--- config.mk ---
export PLATFORM = sky130hd
export DESIGN_NAME = nand_seq_top
export DESIGN_NICKNAME = d
export VERILOG_FILES = /design/src/rtl/nand_seq_pkg.sv /design/src/rtl/nand_delay_timer.sv /design/src/rtl/nand_ready_poll.sv /design/src/rtl/nand_seq_top.sv
export SDC_FILE = /design/constraint.sdc
export NUM_CORES = 1
export LEC_CHECK = 0
export CAP_MARGIN = 30
export CORE_ASPECT_RATIO = 2
export CORE_MARGIN = 2
export CORE_UTILIZATION = 45
export DETAILED_ROUTE_END_ITERATION = 10
export DONT_BUFFER_PORTS = 1
export PLACE_DENSITY = 0.58
export SKIP_CTS_REPAIR_TIMING = 1
export SYNTH_ARGS = -nofsm -noshare
export SYNTH_HDL_FRONTEND = slang
export SYNTH_SLANG_ARGS = --single-unit
--- constraint.sdc ---
create_clock -name clk -period 3.95 [get_ports clk]
set_input_delay 1.185 -clock clk [delete_from_list [all_inputs] [get_ports clk]]
set_output_delay 1.185 -clock clk [all_outputs]
set_load 0.01 [all_outputs]
--- src/rtl/nand_seq_pkg.sv ---
package nand_seq_pkg;

  typedef enum logic [2:0] {
    OP_CMD      = 3'd0,
    OP_RDCMD    = 3'd1,
    OP_ADDR     = 3'd2,
    OP_WAIT     = 3'd3,
    OP_STATUS   = 3'd4,
    OP_SELCHIP  = 3'd5,
    OP_SELFLOOR = 3'd6,
    OP_RSVD     = 3'd7
  } op_e;

  localparam logic [7:0] STATUS_BYTE = 8'h70;
  localparam logic [2:0] LATCH_UNITS = 3'd4;
  localparam logic [2:0] PRE_UNITS   = 3'd4;
  localparam logic [2:0] POST_UNITS  = 3'd2;
  localparam logic [2:0] GAP_UNITS   = 3'd2;

  // clocks spent for a number of delay units
  function automatic int delay_span(input logic [2:0] units, input int ticks);
    return int'(units) * ticks;
  endfunction

  // address byte count accepted by the sequencer
  function automatic logic alen_ok(input logic [2:0] len);
    return (len == 3'd1) || (len == 3'd2) || (len == 3'd3);
  endfunction

  // main-area read command: half-page choice comes from offset bit 8
  function automatic logic [7:0] read_cmd(input logic [31:0] off);
    return {7'b0, off[8]};
  endfunction

  // byte idx of an address sequence of len bytes; bit 8 is skipped
  function automatic logic [7:0] addr_byte(input logic [31:0] off,
                                           input logic [1:0]  len,
                                           input logic [1:0]  idx);
    logic [1:0] lane;
    logic [7:0] b;
    lane = (len == 2'd2) ? idx + 2'd1 : idx;
    case (lane)
      2'd0:    b = off[7:0];
      2'd1:    b = off[16:9];
      default: b = off[24:17];
    endcase
    return b;
  endfunction

endpackage

--- src/rtl/nand_delay_timer.sv ---
module nand_delay_timer
  import nand_seq_pkg::*;
#(
  parameter int TICKS     = 1,
  parameter int MAX_UNITS = 4
) (
  input  logic       clk,
  input  logic       rst_n,
  input  logic       load,
  input  logic [2:0] units,
  output logic       expire
);
  localparam int CW = $clog2(MAX_UNITS * TICKS + 1);

  logic [CW-1:0] cnt_q;
  logic          run_q;

  assign expire = run_q && (cnt_q == '0);

  always_ff @(posedge clk) begin
    if (!rst_n) begin
      run_q <= 1'b0;
      cnt_q <= '0;
    end else if (load) begin
      run_q <= 1'b1;
      cnt_q <= CW'(delay_span(units, TICKS) - 1);
    end else if (expire) begin
      run_q <= 1'b0;
    end else if (run_q) begin
      cnt_q <= cnt_q - 1'b1;
    end
  end
endmodule

--- src/rtl/nand_ready_poll.sv ---
module nand_ready_poll #(
  parameter int LIMIT = 65535,
  localparam int PW   = $clog2(LIMIT + 1)
) (
  input  logic          clk,
  input  logic          rst_n,
  input  logic          clear,
  input  logic          sample_en,
  input  logic          rdy,
  output logic          hit,
  output logic          exhaust,
  output logic [PW-1:0] count
);
  assign hit     = sample_en && rdy;
  assign exhaust = sample_en && !rdy && (count == PW'(LIMIT - 1));

  always_ff @(posedge clk) begin
    if (!rst_n)                            count <= '0;
    else if (clear)                        count <= '0;
    else if (sample_en && !rdy && !exhaust) count <= count + 1'b1;
  end
endmodule

--- src/rtl/nand_seq_top.sv ---
module nand_seq_top
  import nand_seq_pkg::*;
#(
  parameter int DELAY_CLKS = 1,
  parameter int ADDR_W     = 24,
  parameter int SEL_W      = 2,
  parameter int RDY_LIMIT  = 65535
) (
  input  logic              clk,
  input  logic              rst_n,
  input  logic              req_start,
  input  logic [2:0]        req_op,
  input  logic [7:0]        req_cmd,
  input  logic [ADDR_W-1:0] req_offset,
  input  logic [2:0]        req_alen,
  input  logic              req_latch_wp,
  input  logic              req_release_wp,
  input  logic [SEL_W-1:0]  req_sel,
  output logic              req_busy,
  output logic              req_done,
  output logic              res_timeout,
  output logic              res_fail,
  output logic              res_reject,
  output logic              nand_ce,
  output logic              nand_cle,
  output logic              nand_ale,
  output logic              nand_wp,
  output logic              nand_we,
  output logic              nand_re,
  output logic [7:0]        nand_dq_o,
  output logic              nand_dq_oe,
  input  logic [7:0]        nand_dq_i,
  input  logic              nand_rdy,
  output logic [SEL_W-1:0]  floor_sel,
  output logic [SEL_W-1:0]  chip_sel
);
  localparam int PW = $clog2(RDY_LIMIT + 1);

  typedef enum logic [3:0] {
    ST_IDLE, ST_LATCH, ST_BYTES, ST_RELEASE, ST_GAP,
    ST_READ, ST_SETTLE, ST_PRE, ST_SAMPLE, ST_POST
  } st_e;

  st_e               st_q, st_d;
  op_e               op_q, op_in;
  logic [1:0]        alen_q, idx_q;
  logic              wa_q, wb_q;
  logic [7:0]        cmd_q, byte_now;
  logic [ADDR_W-1:0] off_q;

  // named events for the checker
  logic              accept_w, reject_w, last_byte_w;
  logic              tmr_load, tmr_expire;
  logic [2:0]        tmr_units;
  logic              poll_clear, poll_en, poll_hit, poll_exhaust;
  logic [PW-1:0]     poll_count;

  assign op_in       = op_e'(req_op);
  assign accept_w    = req_start && (st_q == ST_IDLE);
  assign reject_w    = accept_w &&
                       ((op_in == OP_RSVD) || ((op_in == OP_ADDR) && !alen_ok(req_alen)));
  assign last_byte_w = (op_q != OP_ADDR) || (idx_q == alen_q - 2'd1);
  assign byte_now    = (op_q == OP_ADDR) ? addr_byte(32'(off_q), alen_q, idx_q) : cmd_q;

  assign poll_en    = (st_q == ST_SAMPLE);
  assign poll_clear = (st_q == ST_PRE) && tmr_expire;

  assign req_busy   = (st_q != ST_IDLE);
  assign nand_we    = (st_q == ST_BYTES);
  assign nand_dq_oe = (st_q == ST_BYTES);
  assign nand_dq_o  = (st_q == ST_BYTES) ? byte_now : 8'h00;
  assign nand_re    = (st_q == ST_READ);

  nand_delay_timer #(.TICKS(DELAY_CLKS), .MAX_UNITS(4)) u_timer (
    .clk(clk), .rst_n(rst_n), .load(tmr_load), .units(tmr_units), .expire(tmr_expire)
  );

  nand_ready_poll #(.LIMIT(RDY_LIMIT)) u_poll (
    .clk(clk), .rst_n(rst_n), .clear(poll_clear), .sample_en(poll_en),
    .rdy(nand_rdy), .hit(poll_hit), .exhaust(poll_exhaust), .count(poll_count)
  );

  always_comb begin
    st_d      = st_q;
    tmr_load  = 1'b0;
    tmr_units = LATCH_UNITS;
    case (st_q)
      ST_IDLE: if (accept_w && !reject_w) begin
        tmr_load = 1'b1;
        case (op_in)
          OP_WAIT, OP_SELFLOOR: begin st_d = ST_PRE; tmr_units = PRE_UNITS; end
          OP_SELCHIP:           st_d = ST_SETTLE;
          default:              st_d = ST_LATCH;
        endcase
      end
      ST_LATCH:   if (tmr_expire) st_d = ST_BYTES;
      ST_BYTES:   if (last_byte_w) begin tmr_load = 1'b1; st_d = ST_RELEASE; end
      ST_RELEASE: if (tmr_expire) begin
        if (op_q == OP_STATUS) begin
          tmr_load = 1'b1; tmr_units = GAP_UNITS; st_d = ST_GAP;
        end else begin
          st_d = ST_IDLE;
        end
      end
      ST_GAP:     if (tmr_expire) st_d = ST_READ;
      ST_READ:    st_d = ST_IDLE;
      ST_SETTLE:  if (tmr_expire) begin tmr_load = 1'b1; tmr_units = PRE_UNITS; st_d = ST_PRE; end
      ST_PRE:     if (tmr_expire) st_d = ST_SAMPLE;
      ST_SAMPLE:  if (poll_hit || poll_exhaust) begin
        tmr_load = 1'b1; tmr_units = POST_UNITS; st_d = ST_POST;
      end
      ST_POST:    if (tmr_expire) st_d = ST_IDLE;
      default:    st_d = ST_IDLE;
    endcase
  end

  always_ff @(posedge clk) begin
    if (!rst_n) begin
      st_q        <= ST_IDLE;
      op_q        <= OP_CMD;
      alen_q      <= '0;
      idx_q       <= '0;
      wa_q        <= 1'b0;
      wb_q        <= 1'b0;
      cmd_q       <= '0;
      off_q       <= '0;
      req_done    <= 1'b0;
      res_timeout <= 1'b0;
      res_fail    <= 1'b0;
      res_reject  <= 1'b0;
      nand_ce     <= 1'b0;
      nand_cle    <= 1'b0;
      nand_ale    <= 1'b0;
      nand_wp     <= 1'b0;
      floor_sel   <= '0;
      chip_sel    <= '0;
    end else begin
      st_q     <= st_d;
      req_done <= (st_q != ST_IDLE) && (st_d == ST_IDLE);

      if (accept_w) begin
        op_q        <= op_in;
        alen_q      <= req_alen[1:0];
        off_q       <= req_offset;
        wa_q        <= req_latch_wp;
        wb_q        <= req_release_wp;
        idx_q       <= '0;
        res_timeout <= 1'b0;
        res_fail    <= 1'b0;
        res_reject  <= reject_w;
        case (op_in)
          OP_RDCMD:  cmd_q <= read_cmd(32'(req_offset));
          OP_STATUS: cmd_q <= STATUS_BYTE;
          default:   cmd_q <= req_cmd;
        endcase
        if (reject_w) begin
          req_done <= 1'b1;
        end else begin
          case (op_in)
            OP_CMD, OP_RDCMD, OP_STATUS: begin
              nand_ce <= 1'b1; nand_cle <= 1'b1; nand_ale <= 1'b0; nand_wp <= req_latch_wp;
            end
            OP_ADDR: begin
              nand_ce <= 1'b1; nand_ale <= 1'b1; nand_cle <= 1'b0; nand_wp <= req_latch_wp;
            end
            OP_SELCHIP:  chip_sel  <= req_sel;
            OP_SELFLOOR: floor_sel <= req_sel;
            default: ;
          endcase
        end
      end

      if (st_q == ST_BYTES) begin
        idx_q <= idx_q + 2'd1;
        if (last_byte_w) begin
          nand_cle <= 1'b0;
          nand_ale <= 1'b0;
          nand_wp  <= wa_q | ((op_q == OP_ADDR) && wb_q);
        end
      end

      if (poll_exhaust)      res_timeout <= 1'b1;
      if (st_q == ST_READ)   res_fail    <= nand_dq_i[0];
    end
  end
endmodule

==> metrics.txt <==
drt via density just under 6; clock buffer count from CTS 9; wirelength, routed roughly 10000 um; Max Transition Viols Final 0; die height 136 um; Yosys reg bits 76; Fillers 875; final hold violation count 0; fin area 4180 um^2; max cap viols 0; Comb power frac 0.214; Sequential Power Share 0.442; Synth Flop Type dfxtp_1; Worst-Skew Late Latency ~330 ps; largest net degree at the start of global routing 52; Clock Power Share 0.344; Avg Inst Size Synth 7.94 um^2; EDFF count, synth 0; fin crit share 0.929; layout cells sized above 1 0.0692; Post-synth ARST share 0; placed cell count 561; clk buf depth 2; startpoint types register; Static Leak about 1.5 nW; pre-CTS setup slack 494 ps; Power Density 516 nW/um^2; I/O Buffers 0; Layout Skew 6.14 ps; Final setup viols 0; vias in the first global route 3402; Synth Instances 492; root buf cell clkbuf_16; Synth Warn # 0; DR pass1 iterations 5; Starting Density 0.458; RePlAce Congestion ~0.87; total gr overflow 0; DRT iter0 DRCs 127; GRT Resource Usage Total 0.223; final net count 530; switching part of the total 0.319; post-detail-place hpwl 7660 um; CORE AREA 8530 um^2; Final min period between 3000 and 4000 ps; first-pass GRT wire length 16500 um; initial antenna violation count 0; CTS clk-pin slew, worst paths 60 ps; run status complete, no violations; # rows 48; synthesized cell area 3910 um^2; CP Max Fanout 20; Critical Path AT 2480 ps; n_diodes 0; Final WS setup 281 ps; Slew Limit Headroom 0.489; Routed Antenna Nets 0; Hold WC Path Type register to register; net load switching power 0.689 mW; Worst VDD drop 452 uV; DR vias 3436; internal power 1.47 mW; dpl cell area 3910 um^2; Clock Sink Count 76; Setup TNS 0 ps; worst slew pin tran 767 ps; RSZ-0062 raised after global routing false; Area Overhead vs Synth 6.88%; drt drc 0; Post-Syn Nets 550; most common cell after layout, fill and taps aside nand2_1; I/O Pins just under 80; worst endpoint required time 2760 ps; Die W between 60 and 70 um; Yosys cell types 58; most frequent cells in the layout 87 x nand2_1, 76 x dfxtp_1, 57 x a21oi_1; fmax 0.273 GHz; H-tree Lvls 3; CTS tree built; final non-filler cell total 577; WL per Instance 17.9 um; Die ar. 9490 um^2; register area share after synthesis 0.389; critical path type register to output port; Setup crit end kind output port
[cells in the mapped netlist, types with 7 or more instances]
cell | n | share of area
nor3b_1 | 9 | 0.017
nand4_1 | 14 | 0.022
a211oi_1 | 11 | 0.021
dfxtp_1 | 76 | 0.39
nor2_1 | 46 | 0.044
nand2_1 | 87 | 0.084
nand3_1 | 11 | 0.014
o21ai_0 | 12 | 0.015
clkbuf_1 | 24 | 0.023
mux2i_1 | 15 | 0.038
xor2_1 | 12 | 0.027
and2_1 | 9 | 0.014
inv_1 | 7 | 0.0067
buf_2 | 9 | 0.012
a21oi_1 | 57 | 0.073
[cell type report]
| cell class | instances | area [um^2] | area share |
|---|---|---|---|
| Clock buffer | 14 | 254 | 0.0608 |
| Multi-Input combinational cell | 373 | 2210 | 0.528 |
| Clock inverter | 2 | 10.0 | 0.00240 |
| Timing Repair Buffer | 4 | 30.0 | 0.00719 |
| Sequential cell | 76 | 1520 | 0.364 |
| Inverter | 8 | 30.0 | 0.00719 |
| Tap cell | 100 | 125 | 0.0299 |
[sequential cells by signal (all words and copies together), names as in the netlist, 2 cells and up]
signal	cells
off_q	23
u_poll.count	16
cmd_q	8
st_q	4
op_q	3
u_timer.cnt_q	3
alen_q	2
chip_sel	2
floor_sel	2
idx_q	2
[logic make-up (layout without fill, tap and decap cells)]
kind of cell               after synthesis  after routing  synth area share
and+or+nand+nor                        213            213             0.268
AOI/OAI and AO/OA                      125            125             0.209
DFF                                     76             76             0.389
buffers and inverters                   43             28            0.0461
xor gates and xnor gates                16             16            0.0359
muxes                                   15             15            0.0384
adders and majority gates                4              4            0.0128
[stage by stage]
| stage | hold slack [ps] | power [mW] | util |
|---|---|---|---|
| 5_1_grt | 497 | 2.28 | 0.490 |
| 4_1_cts | 457 | 2.18 | 0.490 |
| 6_report | 458 | 2.16 | 0.490 |
| 2_1_floorplan | 436 | 1.33 | - |
| 3_5_place_dp | 450 | 1.44 | 0.459 |
| 3_3_place_gp | 448 | 1.42 | 0.459 |
[power by group through the flow]
stage	Sequential, mW	Combinational (mW)	Clock [mW]
after CTS	0.954	0.469	0.761
after floorplan	0.919	0.409	0
after detailed placement	0.970	0.467	0
after global routing	0.966	0.525	0.787
after global placement	0.966	0.457	0
final	0.955	0.462	0.741
[critical path, cell delays in order (launching register included)]
cell	delay [ps]
dfxtp_1	360
inv_1	50
ha_1	460
and3_1	310
nor2_1	380
o221ai_1	270
a21oi_1	310
[per-layer routing]
| layer | GRT usage | wire (um) | up-vias |
|---|---|---|---|
| li1 | - | - | 1703 |
| met1 | 0.211 | 3670 | 1632 |
| met2 | 0.434 | 5870 | 84 |
| met3 | 0.0469 | 454 | 17 |
| met4 | 0.120 | 362 | 0 |
| met5 | 0 | 0 | - |
[path summary, 6_finish.rpt]
path,startpoint,end,slack [ps],depth (start not counted)
max,alen_q[0],nand_dq_o[2],280,6
min,wb_q,wb_q,460,2
max reg2reg,u_timer.cnt_q[0],u_timer.cnt_q[2],1080,10
min reg2reg,wb_q,wb_q,460,2
No activity file was read; power rests on OpenSTA's default activity.
